--- config.mk ---
export PLATFORM = sky130hd
export DESIGN_NAME = iter_mul
export DESIGN_NICKNAME = d
export VERILOG_FILES = /design/src/rtl/iter_mul_pkg.sv /design/src/rtl/iter_mul_decode.sv /design/src/rtl/iter_mul_ctrl.sv /design/src/rtl/iter_mul_dp.sv /design/src/rtl/iter_mul.sv
export SDC_FILE = /design/constraint.sdc
export NUM_CORES = 1
export LEC_CHECK = 0
export BUFFER_PORTS_ARGS = -buffer_cell sky130_fd_sc_hd__buf_2
export CAP_MARGIN = 20
export CELL_PAD_IN_SITES_DETAIL_PLACEMENT = 0
export CELL_PAD_IN_SITES_GLOBAL_PLACEMENT = 1
export CORE_ASPECT_RATIO = 2
export CORE_MARGIN = 4
export CORE_UTILIZATION = 40
export CTS_BUF_LIST = sky130_fd_sc_hd__clkbuf_4 sky130_fd_sc_hd__clkbuf_8
export DETAILED_ROUTE_END_ITERATION = 16
export PLACE_DENSITY = 0.76
export SETUP_SLACK_MARGIN = 0.15
export SLEW_MARGIN = 20
export SYNTH_ARGS = -nofsm -noshare
export SYNTH_HDL_FRONTEND = slang
export SYNTH_SLANG_ARGS = --single-unit
--- constraint.sdc ---
create_clock -name clk -period 3.8 [get_ports clk]
set_input_delay 0.19 -clock clk [delete_from_list [all_inputs] [get_ports clk]]
set_output_delay 0.19 -clock clk [all_outputs]
set_load 0.02 [all_outputs]
--- src/rtl/iter_mul_pkg.sv ---
package iter_mul_pkg;

   typedef enum logic [1:0] {
      MV_LOW   = 2'b00,
      MV_HI_SS = 2'b01,
      MV_HI_SU = 2'b10,
      MV_HI_UU = 2'b11
   } mul_variant_e;

   typedef enum logic {
      MS_IDLE = 1'b0,
      MS_RUN  = 1'b1
   } mul_state_e;

endpackage

--- src/rtl/iter_mul_decode.sv ---
module iter_mul_decode
   import iter_mul_pkg::*;
(
   input  logic [1:0] variant,
   output logic       a_signed,
   output logic       b_signed,
   output logic       want_high
);

   mul_variant_e v;

   always_comb begin
      v         = mul_variant_e'(variant);
      a_signed  = (v != MV_HI_UU);
      b_signed  = (v == MV_LOW) || (v == MV_HI_SS);
      want_high = (v != MV_LOW);
   end

endmodule

--- src/rtl/iter_mul_ctrl.sv ---
module iter_mul_ctrl
   import iter_mul_pkg::*;
#(
   parameter int XLEN      = 32,
   parameter bit ZERO_SKIP = 1'b1
) (
   input  logic clk,
   input  logic rst_n,
   input  logic valid,
   input  logic ops_nonzero,
   output logic idle,
   output logic last,
   output logic ready,
   output logic upd
);

   localparam logic [XLEN-1:0] CNT_ONE  = {{(XLEN-1){1'b0}}, 1'b1};
   localparam logic [XLEN-1:0] CNT_INIT = CNT_ONE << (XLEN - 2);

   mul_state_e      state_q, state_n;
   logic [XLEN-1:0] cnt_q;
   logic            start;

   generate
      if (ZERO_SKIP) begin : g_skip
         assign start = ops_nonzero;
      end else begin : g_noskip
         logic unused_nz;
         assign unused_nz = ops_nonzero;
         assign start     = 1'b1;
      end
   endgenerate

   always_comb begin
      state_n = MS_IDLE;
      if (valid) begin
         case (state_q)
            MS_IDLE: state_n = start ? MS_RUN : MS_IDLE;
            MS_RUN:  state_n = cnt_q[0] ? MS_IDLE : MS_RUN;
            default: state_n = MS_IDLE;
         endcase
      end
   end

   assign idle  = (state_q == MS_IDLE);
   assign last  = cnt_q[0];
   assign ready = idle ? ~start : cnt_q[0];
   assign upd   = valid & ~ready;

   always_ff @(posedge clk or negedge rst_n) begin
      if (!rst_n) begin
         state_q <= MS_IDLE;
      end else begin
         state_q <= state_n;
      end
   end

   always_ff @(posedge clk or negedge rst_n) begin
      if (!rst_n) begin
         cnt_q <= '0;
      end else if (upd) begin
         cnt_q <= idle ? CNT_INIT : (cnt_q >> 1);
      end
   end

endmodule

--- src/rtl/iter_mul_dp.sv ---
module iter_mul_dp #(
   parameter int XLEN = 32
) (
   input  logic            clk,
   input  logic            rst_n,
   input  logic            upd,
   input  logic            idle,
   input  logic            last,
   input  logic            a_signed,
   input  logic            b_signed,
   input  logic            want_high,
   input  logic [XLEN-1:0] opa,
   input  logic [XLEN-1:0] opb,
   output logic [XLEN-1:0] result
);

   localparam int EW = XLEN + 1;

   logic [XLEN-1:0] hi_q, lo_q;
   logic [XLEN-1:0] acc_src, lo_src, hi_n, lo_n;
   logic [EW-1:0]   mcand, addend, acc_ext, sum;
   logic            mbit, neg_step;

   always_comb begin
      mcand    = {a_signed & opa[XLEN-1], opa};
      lo_src   = idle ? opb : lo_q;
      mbit     = lo_src[0];
      neg_step = ~idle & last & b_signed;
      if (!mbit) begin
         addend = '0;
      end else if (neg_step) begin
         addend = ~mcand + {{(EW-1){1'b0}}, 1'b1};
      end else begin
         addend = mcand;
      end
      acc_src = idle ? '0 : hi_q;
      acc_ext = {a_signed & acc_src[XLEN-1], acc_src};
      sum     = acc_ext + addend;
      hi_n    = sum[EW-1:1];
      lo_n    = {sum[0], lo_src[XLEN-1:1]};
      result  = idle ? '0 : (want_high ? hi_n : lo_n);
   end

   always_ff @(posedge clk or negedge rst_n) begin
      if (!rst_n) begin
         hi_q <= '0;
         lo_q <= '0;
      end else if (upd) begin
         hi_q <= hi_n;
         lo_q <= lo_n;
      end
   end

endmodule

--- src/rtl/iter_mul.sv ---
module iter_mul #(
   parameter int XLEN      = 32,
   parameter bit ZERO_SKIP = 1'b1
) (
   input  logic            clk,
   input  logic            rst_n,
   input  logic            req_valid,
   input  logic [1:0]      variant,
   input  logic [XLEN-1:0] opa,
   input  logic [XLEN-1:0] opb,
   output logic [XLEN-1:0] result,
   output logic            ready
);

   generate
      if (XLEN < 4 || XLEN > 64) begin : g_bad_xlen
         $error("iter_mul: XLEN must lie in 4..64");
      end
   endgenerate

   logic a_signed, b_signed, want_high;
   logic ctl_idle, ctl_last, ctl_upd;
   logic ops_nonzero;

   assign ops_nonzero = (|opa) & (|opb);

   iter_mul_decode u_decode (
      .variant   (variant),
      .a_signed  (a_signed),
      .b_signed  (b_signed),
      .want_high (want_high)
   );

   iter_mul_ctrl #(
      .XLEN      (XLEN),
      .ZERO_SKIP (ZERO_SKIP)
   ) u_ctrl (
      .clk         (clk),
      .rst_n       (rst_n),
      .valid       (req_valid),
      .ops_nonzero (ops_nonzero),
      .idle        (ctl_idle),
      .last        (ctl_last),
      .ready       (ready),
      .upd         (ctl_upd)
   );

   iter_mul_dp #(
      .XLEN (XLEN)
   ) u_dp (
      .clk       (clk),
      .rst_n     (rst_n),
      .upd       (ctl_upd),
      .idle      (ctl_idle),
      .last      (ctl_last),
      .a_signed  (a_signed),
      .b_signed  (b_signed),
      .want_high (want_high),
      .opa       (opa),
      .opb       (opb),
      .result    (result)
   );

endmodule

# Word level (Yosys, flattened, before mapping)
# Cells that the tools add are included.
[classes]
add_sub_neg = 2
mul = 0
div = 0
magnitude_cmp = 0
eq_ne = 2
n_shift = 0
n_mux = 12
bitwise_logic = 10
reduce_logical = 5
[ops]
columns = ["cell", "n"]
rows = [
  ["32-bit 2-to-1 mux", 4],
  ["33-bit 2-to-1 mux", 2],
  ["32-bit OR reduction", 2],
  ["33-bit by 1-bit adder with 33-bit output, second input constant", 1],
  ["33-bit adder", 1],
  ["33-bit NOT", 1],
  ["31-bit 2-to-1 mux", 1],
  ["1-bit bitwise AND", 6],
  ["1-bit 2-to-1 mux", 4],
  ["1-bit NOT", 3],
  ["2-bit by 1-bit == test with 1-bit output, second input constant", 1],
  ["2-bit logical NOT", 1],
  ["2-bit != test, second input constant", 1],
  ["1-bit one-hot mux with 2 select lines", 1],
  ["2-bit nonzero test", 1],
  ["1-bit logical OR", 1],
]
[totals]
reg_bits = 97
latch_bits = 0
mem_bits_rw = 0
rom_bits = 0
out_inout_bits = 33
mem_count = 0

# Logic depth before layout (Yosys ltp)
[logic_depth]
depth_word = 9
depth_mapped = 18

# Cells and area by module
# From an unflattened synthesis, not the netlist that was laid out.
[unflattened]
cells_unflattened = 961
hier_area_um2 = 7935.1
[modules_own_cells]
columns = ["mod", "n_inst", "cells_each", "area_per_inst_um2", "seq_area_each_um2"]
rows = [
  ["iter_mul_dp", 1, 759, 6114.6, 1601.5],
  ["iter_mul_ctrl", 1, 178, 1666.6, 800.8],
  ["iter_mul", 1, 21, 140.1, 0.0],
  ["iter_mul_decode", 1, 3, 13.8, 0.0],
]

# Worst setup path before layout
# No wires, ideal clock.
[synth_timing]
path_type = "input to output"
from = "in opa[10]"
to = "out result[31]"
arrival_time_ns = 4.185
setup_slack_ns = -0.575
cell_stages = 18
n_path_buf = 1
path_cell_list = "or4_4 nor4_2 nand2b_1 or2_4 or4_4 o21ai_0 xor2_1 nor2_1 ha_1 clkbuf_1 nand2_1 nor2_1 a31oi_1 o21bai_1 a221o_1 a221o_1 xor2_1 a21oi_1"
[synth_via]
elab_chain_cells = 7
[synth_lines]
columns = ["element", "line", "rtl"]
rows = [
  ["start: declaration", "iter_mul.sv:9", "input logic [XLEN-1:0] opa,"],
  ["33-bit NOT", "iter_mul_dp.sv:32", "addend = ~mcand + {{(EW-1){1'b0}}, 1'b1};"],
  ["33-bit by 1-bit adder with 33-bit output", "iter_mul_dp.sv:32", ""],
  ["33-bit 2-to-1 mux (*)", "iter_mul_dp.sv:31", "end else if (neg_step) begin"],
  ["33-bit 2-to-1 mux (*)", "iter_mul_dp.sv:29", "if (!mbit) begin"],
  ["33-bit adder (*)", "iter_mul_dp.sv:38", "sum = acc_ext + addend;"],
  ["32-bit 2-to-1 mux (*) (2 in a row)", "iter_mul_dp.sv:41", "result = idle ? '0 : (want_high ? hi_n : lo_n);"],
  ["end: declaration", "iter_mul.sv:11", "output logic [XLEN-1:0] result,"],
]
# Mark *: on every way between the ends. The rest lies on a longest branch, timed or not.

# Worst setup path in the final report
# Ends and elaborated chain as after synthesis.

==> flow_results.org <==
** Setup path
- The worst setup path is launched from an input pin.
- By startpoint and endpoint, the worst setup path is classified as input pin to output pin.
- For the worst flop-to-flop path, the logic depth is 17.
- Worst-case register-to-register setup slack :: around 0.03 ns
- Signal arrival time at the worst endpoint :: roughly 4.1 ns
- For the worst setup path, the data required time is 3.61 ns.
- In this run the worst path has a maximum fanout of 4.
- STA classifies the critical path endpoint as an output pin.
- Endpoint of the lowest-slack register-to-register path :: u_dp.hi_q[30]
- Origin of the critical flop-to-flop path :: u_ctrl.state_q

** Status
- The final reports fail on setup timing.
- Result of the run :: finished with violations

** Route
- The detail route stage leaves a number of antenna-violating nets equal to 0.
- The routed layout has 8088 vias.
- After detailed routing, the total wire length is around 26 mm.
- Avg WL per Cell :: between 15 and 20 um
- DRC viols :: 0
- Using the TritonRoute via totals, the vias-per-cell ratio works out to 5.54.
- First-pass DRT Iterations :: 4
- Number of DRC markers in iteration 0 :: about 320

** STA
- Setup WS post-layout :: -0.478 ns
- For the pin with the worst max-slew slack, the measured transition is between 0.8 and 0.9 ns.
- The worst path in the final design needs a cycle of around 4.3 ns, including I/O delays and setup.
- Based on the critical path, the design can be clocked at up to 234 MHz.
- Setup violations remaining at the end of the flow were counted as 24.
- Of the available clock period, the critical path in the final layout requires 113%.
- The final number of hold-violating endpoints came to 0.
- Setup repair after global routing could not meet its margin everywhere.
- Final Slew Violations :: 0
- Tightest slew margin relative to the limit :: 41.0%
- Fin Clk Skew :: roughly 0.022 ns

** Finish
- Final std cells w/o fill :: between 1000 and 1500
- After the last flow step, the layout net total stands at approximately 1300.
- Final standard cell area without fillers :: 0.0112 mm2
- Filler instances :: approximately 1700
- 0 antenna diodes ended up in the layout.
- Proportion of layout cells with a drive suffix above 1 :: around 40%
- Area growth from synthesis to layout :: 50.7%

** Synthesis
- Top cell type by total area after synthesis :: dfrtp_1
- Mapped Avg Cell Area :: 7.69 um2
- Post-synth EDFFs :: 0
- Gate count after technology mapping :: a little under 1000
- Yosys warning count :: 0
- Synth cell types :: 60
- Ranked by total cell area, the synthesized netlist is headed by dfrtp_1, nand2_1, o21ai_0, ha_1, a21oi_1.
- The cell area that synthesis handed to floorplanning was around 0.0074 mm2.
- Commonest register cell after synthesis :: dfrtp_1
- In this run, synthesis produced a sequential element count of 96.
- Counting every net in the synthesized netlist gives approximately 1100.
- Synth top area share :: approximately a third
- Counting flops with an async set or reset pin after synthesis yields a share of 100%.
- Most common cell in the synthesized netlist :: nand2_1
- The share of the Yosys chip area taken by registers is between 30 and 40%.
- By count the netlist is led by nand2_1, o21ai_0, dfrtp_1.

** Global route
- Number of antenna violations at the first check in global routing :: 0
- Entering global routing, the biggest net connects 89 pins.
- In the global route stage, overall resource usage came out at 23.8%.
- Summed over all layers, the global routing overflow is 0.
- The via count of the first global-routing pass was about 8000.
- First-pass GRT wire length :: between 40 and 50 mm

** Clock network
- Root cell of the clock tree :: clkbuf_8
- For the worst-skew pair, the clock arrives at the later sink with an insertion delay of approximately 0.40 ns.
- Clk pin slew, worst setup/hold paths :: ~0.11 ns
- Clock H-tree levels :: 3
- TritonCTS Sinks :: between 90 and 100
- No sink is reached through more buffers than the 2 on the longest clock path.
- TritonCTS created 9 clock buffers.
- TritonCTS clock tree :: done

** Floorplan
- Height of the die :: approximately 200 um
- From left edge to right edge, the die measures 104 um.
- Boundary pin count :: ~100
- In this run the standard cell core region covers ~0.018 mm2.
- The initialized floorplan defines 70 standard-cell rows.
- The initial utilization of the core area, before any placement, comes to 40.5%.
- The die covers around 0.021 mm2.

** Placement
- Total instance count after detailed placement :: ~1400
- At the end of routability-driven placement, the weighted congestion stood at 0.914.
- The HPWL after detailed placement is roughly 19 mm.
- Placed cell areas :: between 0.009 and 0.01 mm2
- Total of buffers placed on input and output ports :: about 100

** Power
- Summing internal, switching and leakage power gives ~3800 uW.
- For this design the static power due to leakage is a little over 0.005 uW.
- Dividing total power by cell area gives a power density of between 300 and 400 mW/mm2.
- IR drop worst, VDD :: just under 300 uV

** Hold path
- Number of cells on the worst hold path :: 3
- In this run the worst hold path is classified as input pin to flip-flop.
- Terminating pin of the worst hold path :: u_dp.lo_q[3]
- The worst hold path begins at opb[4].

** Job
- The tool flagged a number of max-cap violations equal to 0.
-- per-stage QoR --
step / utilization [%] / hold WS [ns] / setup WS [ns] / setup TNS, ns
global route: 61.1 / 0.107 / -0.662 / -8.73
detailed placement: 51.4 / 0.305 / -0.650 / -5.94
finish: 61.1 / 0.0984 / -0.478 / -5.16
global placement: 51.4 / 0.305 / -0.570 / -5.43
floorplan: - / -0.106 / -0.283 / -0.463
CTS: 57.4 / 0.0914 / -0.451 / -4.28
-- cell usage in the layout, fill, tap and decap left out, types with 5 or more instances in the layout --
master | netlist | layout
dfrtp_1 | 96 | 94
o21ai_1 | 0 | 10
nor4_1 | 13 | 12
nor3_1 | 12 | 12
xor2_1 | 27 | 21
inv_1 | 20 | 17
nand3_1 | 33 | 26
mux2i_1 | 32 | 31
o21ai_0 | 117 | 92
a21oi_1 | 64 | 36
or3_4 | 0 | 6
buf_4 | 0 | 195
xor2_2 | 0 | 6
nor2_4 | 0 | 5
o21a_1 | 8 | 7
a21o_1 | 10 | 8
o21ai_2 | 0 | 15
clkbuf_8 | 0 | 9
or3_1 | 16 | 10
a21oi_2 | 0 | 22
xnor2_2 | 0 | 8
xnor2_1 | 24 | 15
nand3_2 | 0 | 6
ha_4 | 0 | 8
buf_6 | 0 | 43
o31ai_1 | 9 | 5
nand4_1 | 10 | 10
buf_2 | 11 | 75
and2_1 | 37 | 34
and3_1 | 9 | 7
nand2_4 | 0 | 5
nand2_1 | 179 | 171
mux2_2 | 5 | 5
buf_12 | 0 | 5
ha_1 | 33 | 25
nor2_1 | 73 | 60
nor2_2 | 0 | 8
a21oi_4 | 0 | 6
-- timing repair --
item	CTS	global route
endpoints found under the setup margin	34	33
hold buffers	1	0
gates cloned	3	0
setup buffers	24	22
pin swaps	52	57
resized for setup	162	98
hold endpoints to repair	53	0
-- how the worst max path moves through the flow --
stage | startpoint | endpoint | slack (ns) | cells past startpoint
final | opa[10] | result[31] | -0.48 | 16
after detailed placement | opa[10] | result[31] | -0.65 | 19
after global routing | opa[10] | result[31] | -0.66 | 19
after CTS | opa[10] | result[31] | -0.45 | 16
after floorplan | opa[10] | result[31] | -0.28 | 18
after global placement | opa[10] | result[31] | -0.57 | 19
-- critical path, stage by stage --
cell and delay [ns]:
buf_6 0.09, or4_4 0.55, nor4_4 0.14, nand2b_1 0.11
or2_4 0.25, or4_4 0.47, o41ai_4 0.37, xor2_1 0.17
nor2_1 0.07, ha_1 0.32, and3_4 0.19, a221o_1 0.31
a221o_1 0.35, xor2_2 0.20, a21oi_2 0.17, buf_6 0.14
-- power by group --
group | internal (uW) | switching (uW) | leakage (uW) | total (uW)
Sequential | 1210 | 122 | 0.00125 | 1330
Clock | 250 | 418 | 0.0000925 | 668
Combinational | 863 | 955 | 0.00377 | 1820
Total | 2320 | 1500 | 0.00511 | 3810
-- final cells by class --
cell class | count | area (um2) | share of cell area [%]
Multi-Input combinational cell | 789 | 5720 | 51.2
Clock buffer | 9 | 124 | 1.11
Clock inverter | 7 | 58.8 | 0.526
Inverter | 20 | 75.1 | 0.672
Tap cell | 216 | 270 | 2.42
Sequential cell | 96 | 2410 | 21.5
Timing Repair Buffer | 323 | 2520 | 22.6
-- state kept, by name, summed over array words and instances (netlist names) --
| register | cells |
|---|---|
| u_dp.hi_q | 32 |
| u_ctrl.cnt_q | 31 |
| u_ctrl.state_q | 1 |
| u_dp.lo_q | 32 |
-- kinds of logic (layout without fill, tap and decap cells) --
group,Yosys count,count (layout),share of synthesized area (%)
adders and majority gates,34,34,5.84
AOI/OAI and AO/OA,261,261,21.0
DFF,96,96,32.4
and+or+nand+nor,405,406,25.4
xor gates and xnor gates,51,51,6.02
muxes,37,37,5.08
buffers and inverters,81,359,4.28
-- layer usage --
metal	vias to the layer above	wire [um]	track usage, %
met5	-	0	0
met4	0	1250	10.8
met3	73	867	2.45
met2	168	13800	43.9
met1	3896	10100	27.3
li1	3951	-	-
No activity file was read; power rests on OpenSTA's default activity.
